File: src/rtl/dir_coh_pkg.sv
package dir_coh_pkg;
  // stored line state codes (3 reserved)
  localparam logic [1:0] ST_INV = 2'd0;
  localparam logic [1:0] ST_SHR = 2'd1;
  localparam logic [1:0] ST_EXC = 2'd2;
  // effective state code reported on the lookup port
  localparam logic [1:0] EFF_MOD = 2'd3;
  // outbound message types
  localparam logic [1:0] OM_MEM_LOAD  = 2'd0;
  localparam logic [1:0] OM_LOAD_FWD  = 2'd1;
  localparam logic [1:0] OM_STORE_FWD = 2'd2;
  // response message types
  localparam logic [1:0] RM_MEM_DATA  = 2'd0;
  localparam logic [1:0] RM_LOAD_ACK  = 2'd1;
  localparam logic [1:0] RM_STORE_ACK = 2'd2;
  localparam logic [1:0] RM_NONE      = 2'd3;

  function automatic logic [1:0] eff_state(input logic [1:0] st, input logic dirty);
    eff_state = (st == ST_EXC && dirty) ? EFF_MOD : st;
  endfunction
endpackage

File: src/rtl/dir_table.sv
module dir_table #(
  parameter int DEPTH = 16,
  parameter int W     = 12,
  parameter int NRD   = 3,
  localparam int IW   = $clog2(DEPTH)
) (
  input  logic                     clk,
  input  logic                     rst_n,
  input  logic                     we,
  input  logic [IW-1:0]            widx,
  input  logic [W-1:0]             wdata,
  input  logic [NRD-1:0][IW-1:0]   rd_idx,
  output logic [NRD-1:0][W-1:0]    rd_data
);
  logic [W-1:0] mem [DEPTH];

  for (genvar g = 0; g < DEPTH; g++) begin : g_line
    always_ff @(posedge clk) begin
      if (!rst_n)                         mem[g] <= '0;
      else if (we && widx == IW'(g))      mem[g] <= wdata;
    end
  end

  for (genvar r = 0; r < NRD; r++) begin : g_rd
    assign rd_data[r] = mem[rd_idx[r]];
  end
endmodule

File: src/rtl/dir_slot.sv
module dir_slot #(
  parameter int W = 8
) (
  input  logic         clk,
  input  logic         rst_n,
  input  logic         ld,
  input  logic [W-1:0] din,
  input  logic         ready,
  output logic         valid,
  output logic [W-1:0] dout
);
  always_ff @(posedge clk) begin
    if (!rst_n) begin
      valid <= 1'b0;
      dout  <= '0;
    end else if (ld) begin
      valid <= 1'b1;
      dout  <= din;
    end else if (ready) begin
      valid <= 1'b0;
    end
  end

  AST_SLOT_HOLD: assert property (@(posedge clk) disable iff (!rst_n)
    valid && !ready |=> valid && $stable(dout));
  AST_SLOT_NO_CLOBBER: assert property (@(posedge clk) disable iff (!rst_n)
    ld |-> !valid);
endmodule

File: src/rtl/dir_policy.sv
module dir_policy import dir_coh_pkg::*; #(
  parameter int NL = 16,
  parameter int NC = 4,
  localparam int IW   = $clog2(NL),
  localparam int CW   = $clog2(NC),
  localparam int O_DT = 2,
  localparam int O_OW = 3,
  localparam int O_SH = O_OW + CW,
  localparam int O_PD = O_SH + NC,
  localparam int O_PS = O_PD + 1,
  localparam int O_PT = O_PS + CW,
  localparam int EW   = O_PT + 1
) (
  input  logic          req_fire,
  input  logic          req_store,
  input  logic [CW-1:0] req_src,
  input  logic [IW-1:0] req_idx,
  input  logic [EW-1:0] req_ent,
  input  logic          rsp_fire,
  input  logic [1:0]    rsp_type,
  input  logic [IW-1:0] rsp_idx,
  input  logic [EW-1:0] rsp_ent,
  output logic          wr_en,
  output logic [IW-1:0] wr_idx,
  output logic [EW-1:0] wr_ent,
  output logic          out_ld,
  output logic [1:0]    out_type,
  output logic [CW-1:0] out_dst,
  output logic [IW-1:0] out_idx,
  output logic [CW-1:0] out_src,
  output logic          gnt_ld,
  output logic [CW-1:0] gnt_dst,
  output logic [IW-1:0] gnt_idx,
  output logic          gnt_excl
);
  function automatic logic [NC-1:0] oh(input logic [CW-1:0] i);
    oh    = '0;
    oh[i] = 1'b1;
  endfunction

  logic [EW-1:0] ent;
  logic [1:0]    n_st;
  logic          n_dt, n_pd, n_pt;
  logic [CW-1:0] n_ow, n_ps;
  logic [NC-1:0] n_sh;

  always_comb begin
    ent      = rsp_fire ? rsp_ent : req_ent;
    n_st     = ent[1:0];
    n_dt     = ent[O_DT];
    n_ow     = ent[O_OW +: CW];
    n_sh     = ent[O_SH +: NC];
    n_pd     = ent[O_PD];
    n_ps     = ent[O_PS +: CW];
    n_pt     = ent[O_PT];
    wr_en    = 1'b0;
    wr_idx   = rsp_fire ? rsp_idx : req_idx;
    out_ld   = 1'b0;
    out_type = OM_MEM_LOAD;
    out_dst  = '0;
    out_idx  = req_idx;
    out_src  = req_src;
    gnt_ld   = 1'b0;
    gnt_dst  = req_src;
    gnt_idx  = req_idx;
    gnt_excl = 1'b0;

    if (rsp_fire) begin
      gnt_dst = n_ps;
      gnt_idx = rsp_idx;
      if (n_pd && rsp_type != RM_NONE) begin
        wr_en  = 1'b1;
        gnt_ld = 1'b1;
        n_pd   = 1'b0;
        case (rsp_type)
          RM_MEM_DATA: begin
            n_st = ST_EXC; n_dt = n_pt; n_ow = n_ps; n_sh = oh(n_ps);
            gnt_excl = 1'b1;
          end
          RM_LOAD_ACK: begin
            // effective E and effective M both drop to Shared, dirty retained
            n_st = ST_SHR; n_sh = oh(n_ow) | oh(n_ps);
            gnt_excl = 1'b0;
          end
          default: begin
            n_st = ST_EXC; n_dt = 1'b1; n_ow = n_ps; n_sh = oh(n_ps);
            gnt_excl = 1'b1;
          end
        endcase
      end
    end else if (req_fire) begin
      wr_en = 1'b1;
      case (n_st)
        ST_SHR: begin
          gnt_ld = 1'b1;
          if (req_store) begin
            n_st = ST_EXC; n_dt = 1'b1; n_ow = req_src; n_sh = oh(req_src);
            gnt_excl = 1'b1;
          end else begin
            n_sh = n_sh | oh(req_src);
          end
        end
        ST_EXC: begin
          if (n_ow == req_src) begin
            gnt_ld   = 1'b1;
            gnt_excl = 1'b1;
            if (req_store) n_dt = 1'b1;
          end else begin
            out_ld   = 1'b1;
            out_type = req_store ? OM_STORE_FWD : OM_LOAD_FWD;
            out_dst  = n_ow;
            n_pd = 1'b1; n_ps = req_src; n_pt = req_store;
          end
        end
        default: begin
          out_ld   = 1'b1;
          out_type = OM_MEM_LOAD;
          n_pd = 1'b1; n_ps = req_src; n_pt = req_store;
        end
      endcase
    end
    wr_ent = {n_pt, n_ps, n_pd, n_sh, n_ow, n_dt, n_st};
  end

  always_comb begin
    AST_SINGLE_OUTCOME: assert (!(out_ld && gnt_ld));
  end
endmodule

File: src/rtl/dir_coh_ctrl.sv
module dir_coh_ctrl import dir_coh_pkg::*; #(
  parameter int NL = 16,
  parameter int NC = 4,
  localparam int IW   = $clog2(NL),
  localparam int CW   = $clog2(NC)
) (
  input  logic          clk,
  input  logic          rst_n,
  input  logic          req_valid,
  output logic          req_ready,
  input  logic          req_store,
  input  logic [CW-1:0] req_src,
  input  logic [IW-1:0] req_idx,
  output logic          out_valid,
  input  logic          out_ready,
  output logic [1:0]    out_type,
  output logic [CW-1:0] out_dst,
  output logic [IW-1:0] out_idx,
  output logic [CW-1:0] out_src,
  output logic          gnt_valid,
  input  logic          gnt_ready,
  output logic [CW-1:0] gnt_dst,
  output logic [IW-1:0] gnt_idx,
  output logic          gnt_excl,
  input  logic          rsp_valid,
  output logic          rsp_ready,
  input  logic [1:0]    rsp_type,
  input  logic [IW-1:0] rsp_idx,
  input  logic [IW-1:0] lk_idx,
  output logic [1:0]    lk_eff,
  output logic          lk_dirty,
  output logic [CW-1:0] lk_owner,
  output logic [NC-1:0] lk_sharers,
  output logic          lk_pend,
  output logic [CW-1:0] lk_pend_src,
  output logic          lk_pend_store
);
  localparam int O_DT = 2;
  localparam int O_OW = 3;
  localparam int O_SH = O_OW + CW;
  localparam int O_PD = O_SH + NC;
  localparam int O_PS = O_PD + 1;
  localparam int O_PT = O_PS + CW;
  localparam int EW   = O_PT + 1;
  localparam int OW_W = 2 + CW + IW + CW;
  localparam int GW_W = 1 + IW + CW;

  logic [2:0][IW-1:0] rd_idx;
  logic [2:0][EW-1:0] rd_ent;
  logic               wr_en;
  logic [IW-1:0]      wr_idx;
  logic [EW-1:0]      wr_ent;
  logic               req_fire, rsp_fire, out_ld, gnt_ld;
  logic [1:0]         n_otype;
  logic [CW-1:0]      n_odst, n_osrc, n_gdst;
  logic [IW-1:0]      n_oidx, n_gidx;
  logic               n_gexcl;
  logic [EW-1:0]      req_ent, rsp_ent, lk_ent;

  assign rd_idx  = {lk_idx, rsp_idx, req_idx};
  assign req_ent = rd_ent[0];
  assign rsp_ent = rd_ent[1];
  assign lk_ent  = rd_ent[2];

  dir_table #(.DEPTH(NL), .W(EW), .NRD(3)) u_table (
    .clk(clk), .rst_n(rst_n), .we(wr_en), .widx(wr_idx), .wdata(wr_ent),
    .rd_idx(rd_idx), .rd_data(rd_ent)
  );

  assign req_ready = !req_ent[O_PD] && !out_valid && !gnt_valid && !rsp_valid;
  assign rsp_ready = !gnt_valid;
  assign req_fire  = req_valid && req_ready;
  assign rsp_fire  = rsp_valid && rsp_ready;

  dir_policy #(.NL(NL), .NC(NC)) u_policy (
    .req_fire(req_fire), .req_store(req_store), .req_src(req_src), .req_idx(req_idx),
    .req_ent(req_ent), .rsp_fire(rsp_fire), .rsp_type(rsp_type), .rsp_idx(rsp_idx),
    .rsp_ent(rsp_ent), .wr_en(wr_en), .wr_idx(wr_idx), .wr_ent(wr_ent),
    .out_ld(out_ld), .out_type(n_otype), .out_dst(n_odst), .out_idx(n_oidx),
    .out_src(n_osrc), .gnt_ld(gnt_ld), .gnt_dst(n_gdst), .gnt_idx(n_gidx),
    .gnt_excl(n_gexcl)
  );

  dir_slot #(.W(OW_W)) u_out_slot (
    .clk(clk), .rst_n(rst_n), .ld(out_ld), .din({n_otype, n_odst, n_oidx, n_osrc}),
    .ready(out_ready), .valid(out_valid), .dout({out_type, out_dst, out_idx, out_src})
  );

  dir_slot #(.W(GW_W)) u_gnt_slot (
    .clk(clk), .rst_n(rst_n), .ld(gnt_ld), .din({n_gexcl, n_gidx, n_gdst}),
    .ready(gnt_ready), .valid(gnt_valid), .dout({gnt_excl, gnt_idx, gnt_dst})
  );

  assign lk_eff        = eff_state(lk_ent[1:0], lk_ent[O_DT]);
  assign lk_dirty      = lk_ent[O_DT];
  assign lk_owner      = lk_ent[O_OW +: CW];
  assign lk_sharers    = lk_ent[O_SH +: NC];
  assign lk_pend       = lk_ent[O_PD];
  assign lk_pend_src   = lk_ent[O_PS +: CW];
  assign lk_pend_store = lk_ent[O_PT];

  logic [1:0]    req_st;
  logic [CW-1:0] req_own;
  logic          rsp_pend;
  assign req_st   = req_ent[1:0];
  assign req_own  = req_ent[O_OW +: CW];
  assign rsp_pend = rsp_ent[O_PD];

  AST_MISS_FETCH: assert property (@(posedge clk) disable iff (!rst_n)
    req_fire && req_st == ST_INV |=> out_valid && out_type == OM_MEM_LOAD && out_idx == $past(req_idx) && !gnt_valid);
  AST_FWD_TO_OWNER: assert property (@(posedge clk) disable iff (!rst_n)
    req_fire && !req_store && req_st == ST_EXC && req_own != req_src |=> out_valid && out_type == OM_LOAD_FWD && out_dst == $past(req_own) && !gnt_valid);
  AST_LDACK_SHARED: assert property (@(posedge clk) disable iff (!rst_n)
    rsp_fire && rsp_type == RM_LOAD_ACK && rsp_pend |=> gnt_valid && !gnt_excl && gnt_idx == $past(rsp_idx));
  AST_SHARED_LOAD_GRANT: assert property (@(posedge clk) disable iff (!rst_n)
    req_fire && !req_store && req_st == ST_SHR |=> gnt_valid && !gnt_excl && !out_valid);
  AST_STRAY_RSP_QUIET: assert property (@(posedge clk) disable iff (!rst_n)
    rsp_fire && (!rsp_pend || rsp_type == RM_NONE) |=> !gnt_valid);
  AST_NO_RSV_STATE: assert property (@(posedge clk) disable iff (!rst_n)
    lk_ent[1:0] != 2'd3);
endmodule

File: config.mk
export PLATFORM = sky130hd
export DESIGN_NAME = dir_coh_ctrl
export DESIGN_NICKNAME = d
export VERILOG_FILES = /design/src/rtl/dir_coh_pkg.sv /design/src/rtl/dir_table.sv /design/src/rtl/dir_slot.sv /design/src/rtl/dir_policy.sv /design/src/rtl/dir_coh_ctrl.sv
export SDC_FILE = /design/constraint.sdc
export NUM_CORES = 1
export LEC_CHECK = 0
export ABC_AREA = 1
export BUFFER_PORTS_ARGS = -buffer_cell sky130_fd_sc_hd__buf_2
export CAP_MARGIN = 20
export CORE_ASPECT_RATIO = 1.75
export CORE_MARGIN = 2
export CORE_UTILIZATION = 63
export CTS_CLUSTER_DIAMETER = 120
export DETAILED_ROUTE_END_ITERATION = 6
export GPL_TIMING_DRIVEN = 1
export PLACE_DENSITY = 0.8
export SYNTH_ARGS = -nofsm -noshare
export SYNTH_HDL_FRONTEND = slang
export SYNTH_SLANG_ARGS = --single-unit
File: constraint.sdc
create_clock -name clk -period 3.9 [get_ports clk]
set_clock_uncertainty 0.1 [all_clocks]
set_input_delay 0.78 -clock clk [delete_from_list [all_inputs] [get_ports clk]]
set_output_delay 0.78 -clock clk [all_outputs]
set_load 0.02 [all_outputs]
==> flow_summary.ini, run 1 <==
[synthesis]
ys_warn_count = 0
synth-edff-count = 208
synthTopCellsByArea = edfxtp_1 41%, a21oi_1 12%, o21ai_0 8.1%
ys_async_sr_fraction_pct = 0
ys_types = 38
yosysMostFrequentCell = a21oi_1
syn_nets = 1993
synthCells = 1968
synth-seq-area-share_pct = 43.7
syn-cell-area_um2 = 15200
synth_top_cell_area_share_pct = 41.2
synthTopCellsByCount = 354 x a21oi_1, 326 x nand2_1, 246 x o21ai_0
ys.flop_type = edfxtp_1
synth-seq-cells = 227
synth_largest_area_cell = edfxtp_1
avgSynthCellArea_um2 = 7.71

[run]
maxCapViolCount = 0

[timing]
setup-violations-final = 0
drv_slew = 0
fin_crit_sh_pct = 93.8
finalCriticalPeriod_ns = 3.66
tightestPinTransition_ns = 0.820
timing.fmax_mhz = 273
hold_violations = 0
maxSlewHeadroom_pct = 45.3
grt_setup_unrepaired = no
fin_tns_setup_ns = 0

[placed_design]
routabilityCongestion = 1.04
dp.cells = 2288
io_buffers = 56
place_area_um2 = 16200
dp_hpwl_um = 40000

[global_routing]
grt_pass1_wl_um = 88300
grt_max_degree = 65
grt_pass1_vias = 15300
antenna_found_initial = 0
gr-total-overflow = 0
grtUsageTotal_pct = 47.1

[power]
cellPowerDensity_nw_per_um2 = 383
ir_drop_mv = 0.530
p_leak_nw = 6.80

[floorplan]
die_w_um = 121
core_area_um2 = 23800
io_pins = 57
num_rows = 75
die_y_um = 209
die_area_um2 = 25400
start_util_pct = 63.6

[final_layout]
fin_area_um2 = 16900
utilization_pct = 70.9
drive_gt1_share_pct = 13.5
nNetsFinal = 2028
syn_to_final_growth_pct = 11.4
fin_cells = 2325

[drt]
drc_errors = 0
wirelength_um = 60100
firstDrtPassIters = 7
wl_per_cell_um = 25.8
vias = 16100
drtIter0Drc = 2513
routed_via_density = 6.92
ant_nets = 0

[worst_setup_path]
critPathCaptureType = output pin
timing.rr.start = u_table.mem[5][9]$_SDFFCE_PN0P_
arrival_ns = 2.78
worst-path-max-fanout = 64
cp-start-kind = primary input
crit_start = lk_idx[0]
ff2ff_path_depth = 16
critical_path_class = primary input to output pin
crit_required_ns = 3.02

[cts]
cts-root-buf = clkbuf_16
post_cts_resized = 0
clkLatencyLatePin_ns = 0.53
cts_inserted_buffers = 21
cts_sinks = 227
cts_tree = built
clk_path_buf_depth = 3
h-tree-depth = 1
clk_pin_slew_ns = 0.06
cts_setup_buffers = 0
ctsHoldBuffers = 0

[run_status]
status = finished clean

[worst_hold_path]
hold_path.class = flop to flop
hold_path_startpoint = u_out_slot.dout[0]$_SDFFE_PN0P_
worstHoldPathCells = 2
power by group:
group	switching, W	total (W)	internal (W)
Sequential	0.0000610	0.00283	0.00276
Clock	0.000929	0.00206	0.00113
Combinational	0.00112	0.00158	0.000458
Total	0.00211	0.00646	0.00435
final timing paths:
kind | to | slack (ns)
setup / recovery | lk_pend_src[0] | 0.24
hold / removal | u_out_slot.dout[0]$_SDFFE_PN0P_ | 0.36
setup reg to reg | u_table.mem[1][11]$_SDFFCE_PN0P_ | 0.79
hold reg to reg | u_out_slot.dout[0]$_SDFFE_PN0P_ | 0.36
cell families after synthesis:
logic type      synth area share, %
simple gates                   20.1
mux                          0.0660
fa+ha+maj                     0.165
flops                          43.7
compound gates                 26.1
buf+inv                        9.94
final cells by class:
| type | count | area (µm²) |
|---|---|---|
| repair buffers | 182 | 1570 |
| clock inverters | 8 | 91.3 |
| well taps | 308 | 385 |
| multi-input cells | 1404 | 7030 |
| clock buffers | 28 | 552 |
| inverters | 167 | 633 |
| flip-flops and latches | 227 | 6630 |
| fillers | 1960 | 6940 |
| diodes | 1 | 2.50 |
sequential cells by signal, summed over array words and instances (netlist names):
signal	cells
u_out_slot.dout	10
u_gnt_slot.valid	1
u_out_slot.valid	1
u_gnt_slot.dout	7
u_table.mem	208
critical path: stages:
cell	delay, ns
buf_4	0.54
buf_4	0.30
a21oi_1	0.07
o21ai_0	0.07
nand2_1	0.07
o221ai_1	0.54
o21ai_0	0.17
buf_2	0.20
placed cells by master (no fill, tap or decap), types with 4 or more instances in the layout:
cell type  instances
a21oi_1          354
nand2_1          326
o21ai_0          246
edfxtp_1         208
nand3_1          177
inv_1            156
nor2_1           130
buf_4            102
o211ai_1          72
buf_2             53
buf_12            27
o221ai_1          21
clkbuf_16         21
nand3_2           19
dfxtp_1           19
a21oi_2           13
o21ai_1            7
clkbuf_1           7
nand4_1            6
inv_2              5
clkinv_2           5
o21ai_2            5
clkinv_1           4
nand2_4            4
nor2_4             4
per-layer routing:
metal,part of all wire [%],track usage [%],up-vias
li1,-,-,6954
met1,31,53.1,7315
met2,45,72.9,1397
met3,13,11.6,422
met4,11,42.2,0
met5,0,0,-
through the flow:
stage | power [W] | worst slack [ns] | hold WS (ns)
after detailed placement | 0.00438 | 0.0303 | 0.353
after floorplan | 0.00381 | 0.375 | 0.436
final | 0.00646 | 0.243 | 0.364
after global routing | 0.00661 | 0.160 | 0.390
after CTS | 0.00637 | 0.498 | 0.362
after global placement | 0.00435 | 0.0434 | 0.349
Note: power is estimated with default switching activity, not from simulation.
==> run 2, diff against run 1 <==
Settings changed: PLACE_DENSITY 0.8 to 0.87.
Clock period 3.9 ns to 3.49 ns, I/O delays scaled along.
==> run 2 against run 1 <==
Setup slack got worse by 0.23 ns. Critical endpoint is now req_ready. First-iteration DRC count up 8.8%. Final area grew 6.4%. Critical path type unchanged. Routed wire length is 6.0% higher. Highest routed layer is now met5. Clock power rose by 17%. Utilization rose by 4.5 points. Hold slack worse by 0.036 ns.
==> flow_summary.ini, run 2 (synthesis gave the netlist of run 1 again) <==
[final_layout]
largest_reg_flops = 208
regMostFlops = u_table.mem
final_cell_mix = 354 x a21oi_1, 326 x nand2_1, 246 x o21ai_0, 208 x edfxtp_1, 177 x nand3_1
layout_commonest_cell = a21oi_1
nNetsFinal = 2107
nFillCells = 1811
reg.largest.list = u_table.mem (208), u_out_slot.dout (10), u_gnt_slot.dout (7)
antenna_cells = 0
drive_gt1_share_pct = 17.0
fin_cells = 2405
syn_to_final_growth_pct = 18.5

[global_routing]
grt_max_degree = 63
grtUsageMet1_pct = 53.8
grtUsageTotal_pct = 50.0
gr-total-overflow = 0
grt_pass1_wl_um = 93500
use_met3_pct = 14.8
antenna_found_initial = 1
grt_pass1_vias = 16000
grtUsageMet2_pct = 77.5
top_usage_layer = met2

[drt]
vias = 16700
wl_per_cell_um = 26.5
routed_via_density = 6.93
drtIter0Drc = 2735
firstDrtPassIters = 7
drc_errors = 0
ant_nets = 0
wirelength_um = 63700

[cts]
clk_path_buf_depth = 3
cts_inserted_buffers = 21
ctsHoldBuffers = 0
cts_setup_buffers = 0
clk_pin_slew_ns = 0.06
h-tree-depth = 1
cts_sinks = 227
cts_tree = built
cts-root-buf = clkbuf_16
clkLatencyLatePin_ns = 0.55
post_cts_resized = 0

[floorplan]
start_util_pct = 63.6
core_area_um2 = 23800
die_y_um = 209
die_w_um = 121
die_area_um2 = 25400
io_pins = 57
num_rows = 75

[worst_setup_path]
critPathCaptureType = output pin
cp-start-kind = primary input
crit_required_ns = 2.69
worst-path-max-fanout = 53
critical_path_class = primary input to output pin
arrival_ns = 2.68

[timing]
grt_setup_unrepaired = no
drv_slew = 0
finalCriticalPeriod_ns = 3.47
hold_violations = 0
whs_ns = 0.328
setup-violations-final = 0
fin_tns_setup_ns = 0
timing.fmax_mhz = 288
maxSlewHeadroom_pct = 37.4
tightestPinTransition_ns = 0.938
fin_crit_sh_pct = 99.5

[power]
p_clk_share_pct = 31.6
ir_drop_mv = 0.496
cellPowerDensity_nw_per_um2 = 422
swShare_pct = 33.0
seqPwrFrac_pct = 41.7
power.switching_w = 0.00250
internal-power_w = 0.00508
p_leak_nw = 7.38
share_comb_of_total_power_pct = 26.7

[placed_design]
io_buffers = 56
dp.cells = 2367
dp_hpwl_um = 44500
routabilityCongestion = 1.11

[worst_hold_path]
hold_path.class = primary input to flop

[run]
maxCapViolCount = 0

[run_status]
status = finished clean
run 2: layer usage:
metal  share of wire (%)  wire [µm]
met1                  30      18800
met2                  45      28800
met3                  14       8710
met4                  12       7400
met5               0.030         19
run 2: path summary, 6_finish.rpt:
| kind | start | slack, ns | depth (start not counted) | end |
|---|---|---|---|---|
| setup / recovery | req_idx[1] | 0.02 | 12 | req_ready |
| hold / removal | out_ready | 0.33 | 4 | u_out_slot.valid$_SDFFE_PN0P_ |
| setup reg to reg | u_table.mem[2][1]$_SDFFCE_PN0P_ | 0.43 | 12 | u_table.mem[8][3]$_SDFFCE_PN0P_ |
| hold reg to reg | u_out_slot.dout[6]$_SDFFE_PN0P_ | 0.37 | 2 | u_out_slot.dout[6]$_SDFFE_PN0P_ |
run 2: cell type report:
type,count,area [µm²],share of cell area [%]
multi-input combinational,1404,7030,39.1
tap,308,385,2.14
sequential,227,6630,36.9
inverter,167,633,3.52
timing repair buffer,261,2600,14.5
clock inverter,14,138,0.766
clock buffer,24,558,3.10
run 2: critical path: stages:
cell and delay (ns):
buf_2 0.17, buf_12 0.16, buf_12 0.28, a21oi_1 0.06, o21ai_1 0.08, nand3_1 0.07
nand3_1 0.24, nand2_1 0.21, buf_4 0.19, nor3_4 0.16, buf_4 0.14, buf_2 0.16
run 2: stage by stage:
stage / util [%] / worst slack, ns / power, W / instance area, µm²
2_1_floorplan: - / 0.0468 / 0.00426 / 15200
3_3_place_gp: 72.5 / -0.162 / 0.00510 / 17300
3_5_place_dp: 72.5 / -0.183 / 0.00514 / 17300
4_1_cts: 75.4 / 0.133 / 0.00747 / 18000
5_1_grt: 75.4 / 0.0543 / 0.00775 / 18000
6_report: 75.4 / 0.0158 / 0.00758 / 18000
run 2: power groups by stage:
| stage | combinational (W) | clock [W] | sequential (W) |
|---|---|---|---|
| after floorplan | 0.00105 | 0 | 0.00321 |
| after global placement | 0.00189 | 0 | 0.00321 |
| final | 0.00202 | 0.00240 | 0.00316 |
| after detailed placement | 0.00192 | 0 | 0.00321 |
| after CTS | 0.00193 | 0.00238 | 0.00316 |
| after global routing | 0.00212 | 0.00247 | 0.00317 |
